`src/rtl/alu16_pkg.sv`:
```
// Shared operation codes and flag type for the 16-bit ALU.
// Assumes a 4-bit operation field; unlisted codes are treated as unused.
package alu16_pkg;
    localparam logic [3:0] OPC_ADD = 4'd1;
    localparam logic [3:0] OPC_SUB = 4'd2;
    localparam logic [3:0] OPC_ADC = 4'd3;
    localparam logic [3:0] OPC_SBC = 4'd4;
    localparam logic [3:0] OPC_CMP = 4'd5;
    localparam logic [3:0] OPC_OR  = 4'd6;
    localparam logic [3:0] OPC_AND = 4'd7;
    localparam logic [3:0] OPC_XOR = 4'd8;
    localparam logic [3:0] OPC_SHL = 4'd9;
    localparam logic [3:0] OPC_LSR = 4'd10;
    localparam logic [3:0] OPC_ASR = 4'd11;
    localparam logic [3:0] OPC_TST = 4'd13;

    typedef struct packed {
        logic n;
        logic z;
        logic c;
        logic v;
    } nzcv_t;

    typedef enum logic [1:0] {LG_OR = 2'd0, LG_AND = 2'd1, LG_XOR = 2'd2} logic_sel_e;
    typedef enum logic [1:0] {SH_LEFT = 2'd0, SH_LOG = 2'd1, SH_ARITH = 2'd2} shift_sel_e;
endpackage

```
`src/rtl/alu16_addsub.sv`:
```
// Adder/subtractor with carry-in. In subtract mode the carry output is a
// borrow. Assumes the caller zeroes cin when no carry is to be used.
module alu16_addsub #(
    parameter int W = 16
) (
    input  logic [W-1:0] a,
    input  logic [W-1:0] b,
    input  logic         cin,
    input  logic         sub,
    output logic [W-1:0] sum,
    output logic         cout,
    output logic         ovf
);
    localparam int EW = W + 1;
    logic [EW-1:0] ext;

    // Compute the extended sum or difference and the signed overflow.
    always_comb begin
        if (sub)
            ext = {1'b0, a} - {1'b0, b} - {{W{1'b0}}, cin};
        else
            ext = {1'b0, a} + {1'b0, b} + {{W{1'b0}}, cin};
        sum  = ext[W-1:0];
        cout = ext[W];
        if (sub)
            ovf = (a[W-1] ^ b[W-1]) & (ext[W-1] ^ a[W-1]);
        else
            ovf = ~(a[W-1] ^ b[W-1]) & (ext[W-1] ^ a[W-1]);
    end
endmodule

```
`src/rtl/alu16_bitwise.sv`:
```
// Bitwise OR / AND / XOR, one generated slice per bit.
module alu16_bitwise #(
    parameter int W = 16
) (
    input  logic [W-1:0]          a,
    input  logic [W-1:0]          b,
    input  alu16_pkg::logic_sel_e sel,
    output logic [W-1:0]          y
);
    for (genvar i = 0; i < W; i++) begin : g_bit
        // Pick the bit operation for this slice.
        always_comb begin
            case (sel)
                alu16_pkg::LG_AND: y[i] = a[i] & b[i];
                alu16_pkg::LG_XOR: y[i] = a[i] ^ b[i];
                default:           y[i] = a[i] | b[i];
            endcase
        end
    end
endmodule

```
`src/rtl/alu16_shift1.sv`:
```
// One-place shifter: left, logical right or arithmetic right.
// The bit shifted out is returned on bit_out.
module alu16_shift1 #(
    parameter int W = 16
) (
    input  logic [W-1:0]          a,
    input  alu16_pkg::shift_sel_e sel,
    output logic [W-1:0]          y,
    output logic                  bit_out
);
    // Form the shifted word and capture the lost bit.
    always_comb begin
        case (sel)
            alu16_pkg::SH_LEFT: begin
                y       = {a[W-2:0], 1'b0};
                bit_out = a[W-1];
            end
            alu16_pkg::SH_ARITH: begin
                y       = {a[W-1], a[W-1:1]};
                bit_out = a[0];
            end
            default: begin
                y       = {1'b0, a[W-1:1]};
                bit_out = a[0];
            end
        endcase
    end
endmodule

```
`src/rtl/alu16_flagreg.sv`:
```
// Condition flag register with load enable and synchronous active-low reset.
module alu16_flagreg (
    input  logic              clk,
    input  logic              rst_n,
    input  logic              load,
    input  alu16_pkg::nzcv_t  d,
    output alu16_pkg::nzcv_t  q
);
    // Hold or load the four flags each clock.
    always_ff @(posedge clk) begin
        if (!rst_n)
            q <= '0;
        else if (load)
            q <= d;
    end
endmodule

```
`src/rtl/alu16_nzcv.sv`:
```
// 16-bit ALU top: decodes the operation code, steers the datapath units,
// forms the next N/Z/C/V flags and keeps them in a register. Assumes
// result and wr_en are consumed in the same cycle as the operands.
module alu16_nzcv #(
    parameter int W = 16
) (
    input  logic         clk,
    input  logic         rst_n,
    input  logic         flag_en,
    input  logic [3:0]   op,
    input  logic [W-1:0] opa,
    input  logic [W-1:0] opb,
    output logic [W-1:0] result,
    output logic         wr_en,
    output logic         flag_n,
    output logic         flag_z,
    output logic         flag_c,
    output logic         flag_v
);
    import alu16_pkg::*;

    nzcv_t       cur, nxt;
    logic        as_sub, as_cin, as_cout, as_ovf;
    logic [W-1:0] as_sum, lg_y, sh_y;
    logic        sh_out, valid;
    logic_sel_e  lg_sel;
    shift_sel_e  sh_sel;

    // Select adder mode and carry-in from the operation code.
    always_comb begin
        as_sub = (op == OPC_SUB) || (op == OPC_SBC) || (op == OPC_CMP);
        as_cin = ((op == OPC_ADC) || (op == OPC_SBC)) ? cur.c : 1'b0;
    end

    // Select the bitwise and shift variants.
    always_comb begin
        case (op)
            OPC_AND, OPC_TST: lg_sel = LG_AND;
            OPC_XOR:          lg_sel = LG_XOR;
            default:          lg_sel = LG_OR;
        endcase
        case (op)
            OPC_SHL: sh_sel = SH_LEFT;
            OPC_ASR: sh_sel = SH_ARITH;
            default: sh_sel = SH_LOG;
        endcase
    end

    alu16_addsub #(.W(W)) u_as (
        .a(opa), .b(opb), .cin(as_cin), .sub(as_sub),
        .sum(as_sum), .cout(as_cout), .ovf(as_ovf)
    );

    alu16_bitwise #(.W(W)) u_lg (
        .a(opa), .b(opb), .sel(lg_sel), .y(lg_y)
    );

    alu16_shift1 #(.W(W)) u_sh (
        .a(opa), .sel(sh_sel), .y(sh_y), .bit_out(sh_out)
    );

    // Choose the result, write-enable and the C/V part of the next flags.
    always_comb begin
        result = '0;
        wr_en  = 1'b0;
        valid  = 1'b1;
        nxt    = cur;
        case (op)
            OPC_ADD, OPC_SUB, OPC_ADC, OPC_SBC: begin
                result = as_sum; wr_en = 1'b1;
                nxt.c = as_cout; nxt.v = as_ovf;
            end
            OPC_CMP: begin
                result = as_sum;
                nxt.c = as_cout; nxt.v = as_ovf;
            end
            OPC_OR, OPC_AND, OPC_XOR: begin
                result = lg_y; wr_en = 1'b1;
                nxt.v = 1'b0;
            end
            OPC_TST: begin
                result = lg_y;
                nxt.v = 1'b0;
            end
            OPC_SHL, OPC_LSR, OPC_ASR: begin
                result = sh_y; wr_en = 1'b1;
                nxt.c = sh_out; nxt.v = 1'b0;
            end
            default: valid = 1'b0;
        endcase
        if (valid) begin
            nxt.n = result[W-1];
            nxt.z = (result == '0);
        end
    end

    alu16_flagreg u_fr (
        .clk(clk), .rst_n(rst_n), .load(flag_en), .d(nxt), .q(cur)
    );

    // Drive the flag outputs from the register.
    always_comb begin
        flag_n = cur.n;
        flag_z = cur.z;
        flag_c = cur.c;
        flag_v = cur.v;
    end
endmodule

```
`config.mk`:
```
export PLATFORM = sky130hd
export DESIGN_NAME = alu16_nzcv
export DESIGN_NICKNAME = d
export VERILOG_FILES = /design/src/rtl/alu16_pkg.sv /design/src/rtl/alu16_addsub.sv /design/src/rtl/alu16_bitwise.sv /design/src/rtl/alu16_shift1.sv /design/src/rtl/alu16_flagreg.sv /design/src/rtl/alu16_nzcv.sv
export SDC_FILE = /design/constraint.sdc
export NUM_CORES = 1
export LEC_CHECK = 0
export BUFFER_PORTS_ARGS = -buffer_cell sky130_fd_sc_hd__buf_4
export CAP_MARGIN = 30
export CORE_ASPECT_RATIO = 1.25
export CORE_MARGIN = 3
export CORE_UTILIZATION = 35
export CTS_CLUSTER_SIZE = 16
export DETAILED_ROUTE_END_ITERATION = 16
export PLACE_DENSITY = 0.5
export SLEW_MARGIN = 20
export SYNTH_ARGS = -nofsm -noshare
export SYNTH_HDL_FRONTEND = slang
export SYNTH_SLANG_ARGS = --single-unit
```
`constraint.sdc`:
```
create_clock -name clk -period 4.7 [get_ports clk]
set_input_delay 0.235 -clock clk [delete_from_list [all_inputs] [get_ports clk]]
set_output_delay 0.235 -clock clk [all_outputs]
set_load 0.02 [all_outputs]
```
==> results.yml <==
setup_path:
  crit_type: "input port to flop"
  setup.worst_path.end_class: "flop"
  crit_fanout: 21
  arrival_ns: 4.33
  crit_path_start_kind: "input port"
  crit_required_ns: 4.83
layout:
  design_area_um2: 4050
  fin_nets: 636
  fillers: 994
  top_register: "u_fr.q"
  drive_above_1_share_pct: 15.0
  reg_top3: "u_fr.q: 4 flops"
  areaGrowthSynthToFinish_pct: 19.8
  fin_util_pct: 43.7
  antenna_cells: 0
  largest_reg_flops: 4
pwr:
  powerDensity_nw_per_um2: 179
  combPwrFrac_pct: 76.6
  p_total_uw: 727
  ir_drop_mv: 0.0924
  p_leak_uw: 0.00190
  pwr-share-seq_pct: 5.2
  p_int_uw: 375
  power.switching_uw: 351
  p_sw_share_pct: 48.3
  clkPwrFrac_pct: 18.2
synthesis:
  synth_edf_count: 0
  yosysWarnings: 0
  synth.ff_latch_count: 4
  syn-num-nets: 584
  async_flop_share_pct: 0
  synth_area_um2: 3380
  syn-instance-count: 477
  synth_area_leaders: "ha_1, inv_1, a21oi_1"
  synth_top_area_share_pct: 23.7
  yosys.area.top_type: "ha_1"
  synth_area_per_cell_um2: 7.09
  ys.flop_type: "dfxtp_1"
  synth_cell_types: 63
  yosysSeqAreaShare_pct: 2.37
detailed_routing:
  drc_errors: 0
  antenna_left: 0
  wirelength_mm: 11.5
  vias: 3817
  drtIter0Drc: 235
  first_pass_iters: 5
  wire_per_inst_um: 17.7
  vias_per_cell: 5.87
clock_tree:
  cts.clk_slew.worst_paths_ns: 0.03
  htreeDepth: 1
  cts_resized: 0
  clock_latency_ns: 0.22
  clkSinkCount: 4
  tritoncts: "done"
  clockRootBuffer: "clkbuf_16"
  postCtsSetupBuffers: 0
  cts_max_path_buffers: 2
  hold_buffers: 0
  cts_buffers: 3
global_route:
  grt_max_degree: 22
  grt_pass1_wl_mm: 18.5
  grt_pass1_vias: 3644
  overflow: 0
  antenna_found_initial: 0
  track_usage_pct: 21.0
sta:
  hold-worst-slack_ns: 0.272
  final_hold_viol_count: 0
  tightest_slew_ns: 0.773
  rsz0062_at_grt: "false"
  clock_skew_ns: 0.000541
  drv_slew: 0
  fin_setup_tns_ns: 0
  relSlewSlack_pct: 48.5
  fmax_mhz: 238
  fin_crit_ns: 4.20
  period_share_pct: 89.4
  setup_viol: 0
run_status:
  status: "completed"
job:
  maxCapViolations: 0
floorplanning:
  start_util_pct: 36.5
  ios: 60
  rows: 39
  die_h_um: 116
  fp.dieW_um: 93.9
  die_area_um2: 10900
  coreArea_um2: 9270
place:
  place.gp.congestion: 0.879
  dpl_cell_area_um2: 3980
  port_buffers: 59
  hpwlAfterDp_mm: 9.26
worst_hold_path:
  hold_class: "input port to flop"
worst max-delay path: stages:
cell      delay [ns]
buf_4           0.19
nor2_1          0.18
nand2_1         0.07
o21ai_0         0.07
nand3b_1        0.13
inv_1           0.09
fa_1            0.19
inv_1           0.06
fa_1            0.47
nor4b_1         0.05
a211o_1         0.23
a221o_1         0.29
or4_1           0.57
nor4_1          0.24
or4b_1          0.50
or4b_1          0.55
o41ai_2         0.21
cell families (layout without fill, tap and decap cells):
| logic type | after synthesis | in the layout | synth area share [%] |
|---|---|---|---|
| buffers and inverters | 84 | 134 | 9.73 |
| AND/OR/NAND/NOR | 127 | 127 | 20.9 |
| adder cells (fa/ha/maj) | 68 | 68 | 26.0 |
| multiplexers | 8 | 8 | 2.37 |
| XOR/XNOR | 18 | 18 | 4.66 |
| AO/OA/AOI/OAI | 168 | 168 | 34.0 |
| flip-flops | 4 | 4 | 2.37 |
power by group through the flow:
stage	clock network, uW	logic, uW	registers [uW]
final	132	557	37.5
after global routing	136	617	37.6
after CTS	134	556	37.5
after detailed placement	0	553	37.9
after global placement	0	555	37.9
after floorplan	0	370	39.5
layer usage:
layer / vias to the layer above / track usage (%) / wire length, um
li1: 1871 / - / -
met2: 115 / 36.8 / 5590
met1: 1814 / 28.3 / 5110
met4: 0 / 5.11 / 230
met5: - / 0 / 0
met3: 17 / 1.04 / 602
cell usage after synthesis (4+ instances only):
cell type   n
o211ai_1    8
a21o_1      8
nor3_1     10
nor4b_1     4
nor2_1     22
nor2b_1     6
inv_1      61
nand3_1    10
a22o_1      5
nand2_1    27
a221oi_1   19
nor3b_1     5
fa_1        4
xnor2_1     8
ha_1       64
mux2i_1     8
nand2b_1   11
a31oi_1     8
a221o_1     6
a21oi_1    45
xor2_1     10
a22oi_1     5
nand3b_1    9
o21ai_0    28
a211oi_1    4
clkbuf_1   19
dfxtp_1     4
metrics by stage:
stage          setup slack, ns  cells
2_1_floorplan            0.499    477
3_3_place_gp             0.326    647
3_5_place_dp             0.269    647
4_1_cts                  0.491    650
5_1_grt                  0.228    650
6_report                 0.500    650
placed cells by master, fill, tap and decap left out, types with 3 or more instances in the layout:
cell type  count
nand4_1        3
nand3_1       10
o31ai_1        3
a31oi_1        8
mux2i_1        8
ha_1          64
nand2b_1      11
nor4_1         3
nor4b_1        4
dfxtp_1        4
a211oi_1       4
inv_1         61
a21oi_1       45
nor3_1        10
fa_1           4
xnor2_1        8
o211ai_1       8
a221oi_1      19
a22oi_1        5
nand3b_1       9
nand2_1       27
a211o_1        3
a2111oi_0      3
xor2_1        10
o21ai_0       28
a221o_1        6
nor3b_1        5
a21o_1         8
clkbuf_16      3
buf_4         70
o21a_1         3
nor2_1        22
a22o_1         5
nor2b_1        6
final timing paths:
path,depth (start not counted),slack (ns),startpoint,endpoint
worst min register to register,1,0.49,u_fr.q[0],u_fr.q[0]
worst min-delay path,2,0.27,rst_n,u_fr.q[3]
worst max-delay path,17,0.50,op[1],u_fr.q[2]
worst max register to register,13,0.56,u_fr.q[1],u_fr.q[2]
layout make-up:
type	instances	area (um^2)	area share, %
Tap cell	123	154	3.80
Inverter	61	229	5.65
Timing Repair Buffer	70	526	13.0
Clock buffer	3	75.1	1.85
Multi-Input combinational cell	389	2990	73.8
Sequential cell	4	80.1	1.98
Power figures use the tool's default switching activity.
